==> config.mk <==
export PLATFORM = sky130hd
export DESIGN_NAME = alarm_evt_unit
export DESIGN_NICKNAME = d
export VERILOG_FILES = /design/src/rtl/alarm_evt_pkg.sv /design/src/rtl/alarm_field_regs.sv /design/src/rtl/alarm_match.sv /design/src/rtl/status_flags.sv /design/src/rtl/irq_ctrl.sv /design/src/rtl/alarm_evt_unit.sv
export SDC_FILE = /design/constraint.sdc
export NUM_CORES = 1
export LEC_CHECK = 0
export ABC_AREA = 1
export BUFFER_PORTS_ARGS = -buffer_cell sky130_fd_sc_hd__buf_2
export CORE_MARGIN = 8
export CORE_UTILIZATION = 35
export DETAILED_ROUTE_END_ITERATION = 16
export GPL_TIMING_DRIVEN = 0
export SLEW_MARGIN = 20
export SYNTH_ARGS = -nofsm -noshare
export SYNTH_HDL_FRONTEND = slang
export SYNTH_HIERARCHICAL = 1
export SYNTH_SLANG_ARGS = --single-unit
==> constraint.sdc <==
create_clock -name clk -period 1.45 [get_ports clk]
set_input_delay 0.0725 -clock clk [delete_from_list [all_inputs] [get_ports clk]]
set_output_delay 0.0725 -clock clk [all_outputs]
set_load 0.1 [all_outputs]
==> src/rtl/alarm_evt_pkg.sv <==
// Package: shared geometry and register map of the alarm/event unit.
// Assumes byte-wide registers on a word-spaced offset map.
package alarm_evt_pkg;
    localparam int ADDR_W      = 7;
    localparam int DATA_W      = 8;
    localparam int NUM_FIELDS  = 6;
    localparam int FIELD_W     = 8;
    localparam int NUM_EVT     = 4;
    localparam int ALM_BASE    = 'h20;
    localparam int ALM_STRIDE  = 4;
    localparam int STAT_OFS    = 'h44;
    localparam int IEN_OFS     = 'h48;
    localparam int ST_PWRUP    = 7;
    localparam int ST_ALARM    = 6;
    localparam int ST_EVT_LO   = 2;
    localparam int IEN_ALARM   = 3;
    localparam int IEN_TIMER   = 2;
    localparam int TIME_W      = NUM_FIELDS * FIELD_W;
endpackage

==> src/rtl/alarm_field_regs.sv <==
// Module: alarm_field_regs
// Holds the BCD alarm fields, one byte register per field at
// BASE + k*STRIDE. It also returns read data and a hit flag for those
// offsets. Assumes single-cycle writes with no byte enables.
module alarm_field_regs #(
    parameter int NF     = 6,
    parameter int FW     = 8,
    parameter int AW     = 7,
    parameter int BASE   = 'h20,
    parameter int STRIDE = 4
) (
    input  logic             clk,
    input  logic             rst_n,
    input  logic             we_i,
    input  logic [AW-1:0]    addr_i,
    input  logic [FW-1:0]    wdata_i,
    output logic [NF*FW-1:0] alm_o,
    output logic             hit_o,
    output logic [FW-1:0]    rdata_o
);
    logic [NF-1:0]    sel;
    logic [FW-1:0]    rd_terms [NF];

    for (genvar g = 0; g < NF; g++) begin : g_fld
        localparam logic [AW-1:0] FOFS = AW'(BASE + g * STRIDE);
        logic [FW-1:0] fld_q;

        assign sel[g] = (addr_i == FOFS);

        // Field storage: load on a write to this field's offset.
        always_ff @(posedge clk) begin
            if (!rst_n)              fld_q <= '0;
            else if (we_i && sel[g]) fld_q <= wdata_i;
        end

        assign alm_o[g*FW +: FW] = fld_q;
        assign rd_terms[g]       = sel[g] ? fld_q : '0;

        a_r2_field_write_lands: assert property (@(posedge clk) disable iff (!rst_n)
            (we_i && sel[g]) |=> (alm_o[g*FW +: FW] == $past(wdata_i)));
    end

    // Read return: OR of the per-field terms; at most one is selected.
    always_comb begin
        rdata_o = '0;
        for (int k = 0; k < NF; k++) rdata_o = rdata_o | rd_terms[k];
    end

    assign hit_o = |sel;
endmodule

==> src/rtl/alarm_match.sv <==
// Module: alarm_match
// Compares every alarm field with the live time and gives a full match.
// No field is a wildcard. Assumes both vectors use the same field order.
module alarm_match #(
    parameter int NF = 6,
    parameter int FW = 8
) (
    input  logic [NF*FW-1:0] time_i,
    input  logic [NF*FW-1:0] alm_i,
    output logic             match_o
);
    logic [NF-1:0] eq;

    for (genvar g = 0; g < NF; g++) begin : g_cmp
        assign eq[g] = (time_i[g*FW +: FW] == alm_i[g*FW +: FW]);
    end

    // Full match: every field must agree.
    assign match_o = &eq;
endmodule

==> src/rtl/status_flags.sv <==
// Module: status_flags
// Status register with a sticky alarm flag, a power-up flag set by reset,
// and rollover event bits reloaded on each time update. Writing one
// clears a bit. A same-cycle update wins over a clear.
module status_flags #(
    parameter int DW     = 8,
    parameter int NE     = 4,
    parameter int EVT_LO = 2,
    parameter int B_ALM  = 6,
    parameter int B_PWR  = 7
) (
    input  logic          clk,
    input  logic          rst_n,
    input  logic          tick_i,
    input  logic          match_i,
    input  logic [NE-1:0] roll_i,
    input  logic          we_i,
    input  logic [DW-1:0] wdata_i,
    output logic [DW-1:0] stat_o
);
    logic          pwr_q;
    logic          alm_q;
    logic [NE-1:0] evt_q;

    // Power-up flag: set by reset, cleared only by write-one.
    always_ff @(posedge clk) begin
        if (!rst_n)                      pwr_q <= 1'b1;
        else if (we_i && wdata_i[B_PWR]) pwr_q <= 1'b0;
    end

    // Alarm flag: set by a match on an update, else cleared by write-one.
    always_ff @(posedge clk) begin
        if (!rst_n)                      alm_q <= 1'b0;
        else if (tick_i && match_i)      alm_q <= 1'b1;
        else if (we_i && wdata_i[B_ALM]) alm_q <= 1'b0;
    end

    // Event bits: reload on each update, else clear the bits written one.
    always_ff @(posedge clk) begin
        if (!rst_n)      evt_q <= '0;
        else if (tick_i) evt_q <= roll_i;
        else if (we_i)   evt_q <= evt_q & ~wdata_i[EVT_LO +: NE];
    end

    // Status assembly: unused bits read zero.
    always_comb begin
        stat_o               = '0;
        stat_o[B_PWR]        = pwr_q;
        stat_o[B_ALM]        = alm_q;
        stat_o[EVT_LO +: NE] = evt_q;
    end

    a_r3_alarm_rise_needs_match: assert property (@(posedge clk) disable iff (!rst_n)
        $rose(alm_q) |-> $past(tick_i && match_i));
    a_r5_clear_without_update: assert property (@(posedge clk) disable iff (!rst_n)
        (we_i && wdata_i[B_ALM] && !tick_i) |=> !stat_o[B_ALM]);
    a_r5_sticky: assert property (@(posedge clk) disable iff (!rst_n)
        (stat_o[B_ALM] && !(we_i && wdata_i[B_ALM])) |=> stat_o[B_ALM]);
    a_r6_pwrup_never_rises: assert property (@(posedge clk) disable iff (!rst_n)
        !$rose(stat_o[B_PWR]));
    a_r7_events_follow_roll: assert property (@(posedge clk) disable iff (!rst_n)
        tick_i |=> (stat_o[EVT_LO +: NE] == $past(roll_i)));
endmodule

==> src/rtl/irq_ctrl.sv <==
// Module: irq_ctrl
// Interrupt-enable register and the two interrupt outputs: a one-cycle
// timer pulse after each update, and a level alarm line while the sticky
// flag and its enable are both set. Assumes one update per tick pulse.
module irq_ctrl #(
    parameter int DW    = 8,
    parameter int B_ALM = 3,
    parameter int B_TMR = 2
) (
    input  logic          clk,
    input  logic          rst_n,
    input  logic          tick_i,
    input  logic          alarm_flag_i,
    input  logic          we_i,
    input  logic [DW-1:0] wdata_i,
    output logic [DW-1:0] ien_o,
    output logic          irq_timer_o,
    output logic          irq_alarm_o
);
    logic en_alm_q;
    logic en_tmr_q;
    logic tmr_q;

    // Enable register: keeps only the two defined bits.
    always_ff @(posedge clk) begin
        if (!rst_n) begin
            en_alm_q <= 1'b0;
            en_tmr_q <= 1'b0;
        end else if (we_i) begin
            en_alm_q <= wdata_i[B_ALM];
            en_tmr_q <= wdata_i[B_TMR];
        end
    end

    // Timer pulse: one cycle after an update while the timer is enabled.
    always_ff @(posedge clk) begin
        if (!rst_n) tmr_q <= 1'b0;
        else        tmr_q <= tick_i && en_tmr_q;
    end

    // Read view and output gating.
    always_comb begin
        ien_o        = '0;
        ien_o[B_ALM] = en_alm_q;
        ien_o[B_TMR] = en_tmr_q;
    end

    assign irq_timer_o = tmr_q;
    assign irq_alarm_o = alarm_flag_i && en_alm_q;

    a_r10_timer_after_update: assert property (@(posedge clk) disable iff (!rst_n)
        irq_timer_o |-> $past(tick_i));
    a_r9_alarm_needs_enable: assert property (@(posedge clk) disable iff (!rst_n)
        !ien_o[B_ALM] |-> !irq_alarm_o);
    a_r11_zero_write_silences: assert property (@(posedge clk) disable iff (!rst_n)
        (we_i && wdata_i == '0) |=> (!irq_alarm_o && ien_o == '0));
    a_r10_no_pulse_when_off: assert property (@(posedge clk) disable iff (!rst_n)
        !ien_o[B_TMR] |=> !irq_timer_o);
endmodule

==> src/rtl/alarm_evt_unit.sv <==
// Module: alarm_evt_unit (top)
// Alarm compare and event status unit. It decodes the byte register port,
// compares the alarm with each time update, and drives the timer and
// alarm interrupts. Assumes time_i is stable and valid when upd_tick_i is high.
module alarm_evt_unit
    import alarm_evt_pkg::*;
(
    input  logic              clk,
    input  logic              rst_n,
    input  logic              upd_tick_i,
    input  logic [TIME_W-1:0] time_i,
    input  logic [NUM_EVT-1:0] roll_i,
    input  logic              reg_we_i,
    input  logic [ADDR_W-1:0] reg_addr_i,
    input  logic [DATA_W-1:0] reg_wdata_i,
    output logic [DATA_W-1:0] reg_rdata_o,
    output logic              irq_timer_o,
    output logic              irq_alarm_o
);
    localparam logic [ADDR_W-1:0] A_STAT = ADDR_W'(STAT_OFS);
    localparam logic [ADDR_W-1:0] A_IEN  = ADDR_W'(IEN_OFS);

    logic [TIME_W-1:0] alm_vec;
    logic              alm_hit;
    logic [DATA_W-1:0] alm_rd;
    logic              match;
    logic [DATA_W-1:0] stat;
    logic [DATA_W-1:0] ien;
    logic              we_stat;
    logic              we_ien;

    // Write decode for the two control registers.
    assign we_stat = reg_we_i && (reg_addr_i == A_STAT);
    assign we_ien  = reg_we_i && (reg_addr_i == A_IEN);

    alarm_field_regs #(
        .NF(NUM_FIELDS), .FW(FIELD_W), .AW(ADDR_W),
        .BASE(ALM_BASE), .STRIDE(ALM_STRIDE)
    ) u_fields (
        .clk(clk), .rst_n(rst_n), .we_i(reg_we_i), .addr_i(reg_addr_i),
        .wdata_i(reg_wdata_i), .alm_o(alm_vec), .hit_o(alm_hit), .rdata_o(alm_rd)
    );

    alarm_match #(.NF(NUM_FIELDS), .FW(FIELD_W)) u_match (
        .time_i(time_i), .alm_i(alm_vec), .match_o(match)
    );

    status_flags #(
        .DW(DATA_W), .NE(NUM_EVT), .EVT_LO(ST_EVT_LO),
        .B_ALM(ST_ALARM), .B_PWR(ST_PWRUP)
    ) u_status (
        .clk(clk), .rst_n(rst_n), .tick_i(upd_tick_i), .match_i(match),
        .roll_i(roll_i), .we_i(we_stat), .wdata_i(reg_wdata_i), .stat_o(stat)
    );

    irq_ctrl #(.DW(DATA_W), .B_ALM(IEN_ALARM), .B_TMR(IEN_TIMER)) u_irq (
        .clk(clk), .rst_n(rst_n), .tick_i(upd_tick_i), .alarm_flag_i(stat[ST_ALARM]),
        .we_i(we_ien), .wdata_i(reg_wdata_i), .ien_o(ien),
        .irq_timer_o(irq_timer_o), .irq_alarm_o(irq_alarm_o)
    );

    // Read return mux; unmapped offsets read zero.
    always_comb begin
        if (alm_hit)                  reg_rdata_o = alm_rd;
        else if (reg_addr_i == A_STAT) reg_rdata_o = stat;
        else if (reg_addr_i == A_IEN)  reg_rdata_o = ien;
        else                          reg_rdata_o = '0;
    end

    a_r3_no_flag_without_tick: assert property (@(posedge clk) disable iff (!rst_n)
        (!upd_tick_i && !stat[ST_ALARM]) |=> !stat[ST_ALARM]);
    a_r7_low_bits_zero: assert property (@(posedge clk) disable iff (!rst_n)
        stat[1:0] == 2'b00);
endmodule

; After elaboration in Yosys (flattened, before gate mapping)
; Cells that the tools add are included.
[word_totals]
reg_bits = 57
input_bits = 71
output_inout_bits = 10
[classes]
n_bitwise = 7
n_reduce_logical = 17
n_mux = 13
n_eq_ne = 14
[ops]
columns = cell, n
row1 = 8-bit two-way mux, 8
row2 = 8-bit == test, 6
row3 = 7-bit by 6-bit == test with 1-bit output (second input constant), 6
row4 = 8-bit OR, 5
row5 = 7-bit == test (second input constant), 2
row6 = 1-bit logical AND, 13
row7 = 4-bit two-way mux, 3
row8 = 6-bit AND reduction, 1
row9 = 6-bit OR reduction, 1
row10 = 4-bit AND, 1
row11 = 4-bit NOT, 1
row12 = 2-bit nonzero test, 2
row13 = 1-bit two-way mux, 2

; Depth between registers and ports, before layout
[logic_depth]
word_depth = 8
depth_mapped = 11
ltp_nobuf = 11

; Modules after synthesis
; The synthesis kept the hierarchy.
[by_module_without_submodules]
columns = module, cells_per_inst, area_per_inst_um2, n_inst
row1 = alarm_field_regs, 412, 2521.2, 1
row2 = alarm_match, 123, 669.4, 1
row3 = alarm_evt_unit, 68, 311.5, 1
row4 = status_flags, 43, 282.8, 1
row5 = irq_ctrl, 25, 175.2, 1

; Least setup slack after synthesis
; No wires, ideal clock.
[synth_path]
path_type = input port to output port
startpoint = input reg_addr_i[1]
endpoint = output reg_rdata_o[2]
cell_stages = 10
t_arrival_ns = 1.590
setup_slack_ns = -0.212
cell_sequence = nor2_1 nand2_1 nor2_1 buf_2 nand2_1 nand2_1 nor2_1 nand2_1 nand2_1 nand2_1
[synth_via]
elab_chain_cells = 8
word_cells_on_any_way = 23
cone_classes = eq/ne: 8 / mux: 9 / bitwise: 5 / reduce/logical: 1
[synth_lines]
columns = element, line_no
row1 = "start, declared", alarm_evt_unit.sv:14  ; input logic [ADDR_W-1:0] reg_addr_i,
row2 = 7-bit by 6-bit == test with 1-bit output, alarm_field_regs.sv:28  ; assign sel[g] = (addr_i == FOFS);
row3 = 8-bit two-way mux, alarm_field_regs.sv:37  ; assign rd_terms[g] = sel[g] ? fld_q : '0;
row4 = 8-bit OR (4 in a row), alarm_field_regs.sv:46  ; for (int k = 0; k < NF; k++) rdata_o = rdata_o | rd_terms[k];
row5 = 8-bit OR (*), alarm_field_regs.sv:46
row6 = via alm_rd[2], alarm_evt_unit.sv:25  ; logic [DATA_W-1:0] alm_rd;
row7 = 8-bit two-way mux (*), alarm_evt_unit.sv:64  ; if (alm_hit) reg_rdata_o = alm_rd;
row8 = "end, declared", alarm_evt_unit.sv:16  ; output logic [DATA_W-1:0] reg_rdata_o,
; Mark *: on every way through the listed nets, which the timed path passes. The rest lies on a longest branch.

; Worst setup path after layout
[layout_path]
startpoint = input reg_addr_i[3]
endpoint = output reg_rdata_o[6]
; The elaborated chain is that of the path after synthesis.

==> metrics.md <==
| Metric | Value |
|---|---|
| Critical path class | `in2out` |
| Max Buffers Root-to-Sink | `2` |
| H-tree depth | `3` |
| Max IR drop VDD | `0.4351 mV` |
| Worst path cell trace | `buf_12, inv_6, nand2_4, nor2_4, buf_6, nand2_4, o21ai_4, inv_1, nand2_1, nand2_1, nand2_2, buf_12` |
| # hold bufs at CTS | `0` |
| Layout fillers | `1144` |
| Core Region | `between 10000 and 15000 µm²` |
| Row count | `39` |
| Static Leak | `2.726 nW` |
| # diodes | `0` |
| RSZ-0062 raised after global routing | `true` |
| Final Cycle Share | `99.83%` |
| DIE WIDTH | `122.4 µm` |
| Post-synthesis adder-cell area fraction | `0%` |
| Worst hold start | `roll_i[0]` |
| Critical Path Sink Type | `output pin` |
| Post-synthesis cell type count | `27` |
| Syn_area_per_cell | `5.902 µm²` |
| Worst R2R Setup Slack | `0.08 ns` |
| TNS Setup | `0 ns` |
| DPL Wire Length | `10140 µm` |
| Simple-gate share of the synthesized area | `46.51%` |
| Gr ovfl total | `0` |
| Area of the multi-input gates | `2614 µm²` |
| Tot GR Track Use | `between 10% and 20%` |
| Vias per inst | `between 4 and 5` |
| Seq/Total Area, Yosys | `28.82%` |
| First-pass GRT wire length | `21130 µm` |
| Routed wire per std cell | `14.45 µm` |
| Hold Path End | `u_status/evt_q[0]$_SDFFE_PN0P_` |
| Post-synth top area cell | `dfxtp_1` |
| Final ANT Viol Nets | `0` |
| Min cycle time layout | `1.448 ns` |
| RePlAce Congestion | `0.9165` |
| Final Max Tran Viols | `0` |
| Worst Reg2Reg Path Length in Cells | `10` |
| Maximum number of pins on one net before global-route repair | `13` |
| Delay-heaviest family, CP | `simple AND/OR/NAND/NOR gates` |
| Top-Level Pins | `81` |
| Worst skew pair latency | `0.33 ns` |
| Die Ht | `122.4 µm` |
| RR Startpoint | `u_fields/g_fld[4].fld_q[2]$_SDFFE_PN0P_` |
| Vias in the first global route | `4190` |
| Post-synth top area share | `28.82%` |
| Ranking of synthesized cells by area | `dfxtp_1 29%, nand2_1 22%, nor2_1 11%` |
| Worst path max stage delay | `0.26 ns` |
| CP Data Arrival Time | `1.38 ns` |
| TritonCTS clock tree | `yes` |
| Synth Instances | `671` |
| IO Port Bufs | `80` |
| DRT Pass-1 Iters | `5` |
| Worst Setup SP | `reg_addr_i[3]` |
| Vias | `4460` |
| Synth Area in Compound Gates | `roughly 3.2%` |
| Overall routed net length | `13610 µm` |
| Share of cells above drive strength 1 | `33.54%` |
| Hold Fails Final Rpt | `0` |
| DRC | `0` |
| Max Cap Viol | `0` |
| Power, Total | `4.398 mW` |
| Post-synthesis mux area share | `0%` |
| Area Overhead vs Synth | `43.60%` |
| Root Buffer | `clkbuf_16` |
| Clock transition at the registers of the reported paths | `0.05 ns` |
| Syn. warnings | `6` |
| Max frequency | `slightly below 700 MHz` |
| Slew @ Worst Pin | `0.5634 ns` |
| Sink count of the clock tree | `57` |
| DR iter-0 viols | `between 200 and 300` |
| Final Skew | `0.003211 ns` |
| Cell Pwr Density | `773.4 nW/µm²` |
| Hold path depth | `5` |
| Synth Register Bits | `57` |
| Status | `complete, no violations` |
| Max-Slew Margin vs Limit | `just over 60%` |
| Critical-path maximum fanout | `7` |
| Synthesized area | `a little under 4000 µm²` |
| Setup violators final | `0` |
| Seq. cell area | `1197 µm²` |
| CTS buffer count | `9` |
| XOR/XNOR share of the synthesized area | `8.626%` |
| Initial antenna violation count | `0` |
| Main combinational cell family by area after synthesis | `simple AND/OR/NAND/NOR gates` |
| R2r endpoint | `u_status/alm_q$_SDFFE_PN0P_` |
| Final Util | `a little over 50%` |
| Die ar. | `14970 µm²` |
| Critical path data required time | `1.38 ns` |
| Critical Path Start Type | `primary input` |
| Nets | `between 800 and 900` |
| Initial Util | `35.28%` |
| Hold Crit Class | `in2reg` |
| Slowest CP cell | `nor2_4` |
| WP buf/inv | `5` |
-- state kept, by name, indices dropped and copies added (netlist names) --
signal,flops
u_fields/g_fld.fld_q,48
u_status/evt_q,4
u_irq/en_alm_q,1
u_irq/en_tmr_q,1
u_irq/irq_timer_o,1
u_status/alm_q,1
u_status/pwr_q,1
-- cells in the mapped netlist --
cell type	number
buf_4	12
conb_1	2
nor3_2	1
o21ai_0	6
and3_1	1
nor2_2	5
nor2_1	118
a21boi_0	8
a21boi_1	1
buf_6	2
a211oi_1	1
nand3_2	1
buf_1	2
nand3_4	1
clkinv_4	1
xnor2_1	39
inv_2	2
nand2_2	3
clkbuf_1	5
nor2_4	5
nand2_1	234
nand4_1	12
inv_1	78
dfxtp_1	57
buf_2	11
a21oi_1	4
nand3_1	59
-- worst register-to-register path, stage by stage (launching register included) --
cell	delay (ns)
dfxtp_1	0.39
nand2_1	0.07
nand2_1	0.06
nand2_1	0.08
nor2_4	0.16
nand2_1	0.07
nor2_1	0.13
nand2_2	0.08
nor2_2	0.08
nand2_1	0.06
a21boi_1	0.13
-- metal layers --
metal / part of all wire [%] / global-route usage, % / vias up
met2: 47 / 29.89 / 166
li1: - / - / 2273
met4: 1.6 / 6.093 / 0
met5: 0 / 0 / -
met3: 6.7 / 2.576 / 15
met1: 45 / 23.59 / 2006
-- worst max-delay path by stage --
stage | cells past startpoint | slack, ns | endpoint
floorplan | 10 | 0.04 | reg_rdata_o[2]
global placement | 13 | -0.51 | reg_rdata_o[4]
finish | 12 | 0.002 | reg_rdata_o[6]
CTS | 7 | -0.005 | reg_rdata_o[4]
global route | 11 | -0.05 | reg_rdata_o[6]
detailed placement | 13 | -0.52 | reg_rdata_o[4]
-- logic make-up after synthesis --
| logic type | after synthesis |
|---|---|
| compound gates | 20 |
| xor+xnor | 39 |
| other cells | 2 |
| simple gates | 440 |
| buf+inv | 113 |
| flops | 57 |
-- power by group --
part	total [mW]	switching [mW]	internal, mW
clock	2.22	0.726	1.49
sequential	1.59	0.0102	1.58
combinational	0.589	0.331	0.258
-- layout by cell type, fill, tap and decap left out, drive strengths merged, types with 5 or more instances in the layout --
cell / netlist / final
a21boi: 9 / 9
buf: 27 / 131
clkbuf: 5 / 16
clkinv: 1 / 5
conb: 2 / 8
dfxtp: 57 / 57
inv: 80 / 79
nand2: 237 / 237
nand3: 61 / 61
nand4: 12 / 12
nor2: 128 / 129
o21ai: 6 / 6
xnor2: 39 / 39
-- through the flow --
stage	std cells	setup WS, ns	hold slack (ns)	instance area (µm²)
floorplan	677	0.03764	0.1412	4003
global placement	900	-0.5070	0.3669	4582
detailed placement	900	-0.5159	0.3846	4582
CTS	933	-0.005261	0.04458	5356
global route	942	-0.05401	0.06932	5687
finish	942	0.002491	0.05202	5687
-- layout make-up --
type	instances	area share [%]
flip-flops and latches	57	21.06
multi-input cells	508	45.96
plain buffers	32	4.202
clock buffers	10	4.026
well taps	143	3.146
clock inverters	6	1.452
repair buffers	105	14.28
inverters	81	5.875
-- repair_timing --
| item | in CTS | in global routing |
|---|---|---|
| buffers inserted | 15 | 8 |
| endpoints found under the setup margin | 9 | 9 |
| cloned | 2 | 1 |
| resized for setup | 105 | 97 |
| pin swaps | 23 | 23 |
(Power assumes the default switching activity.)
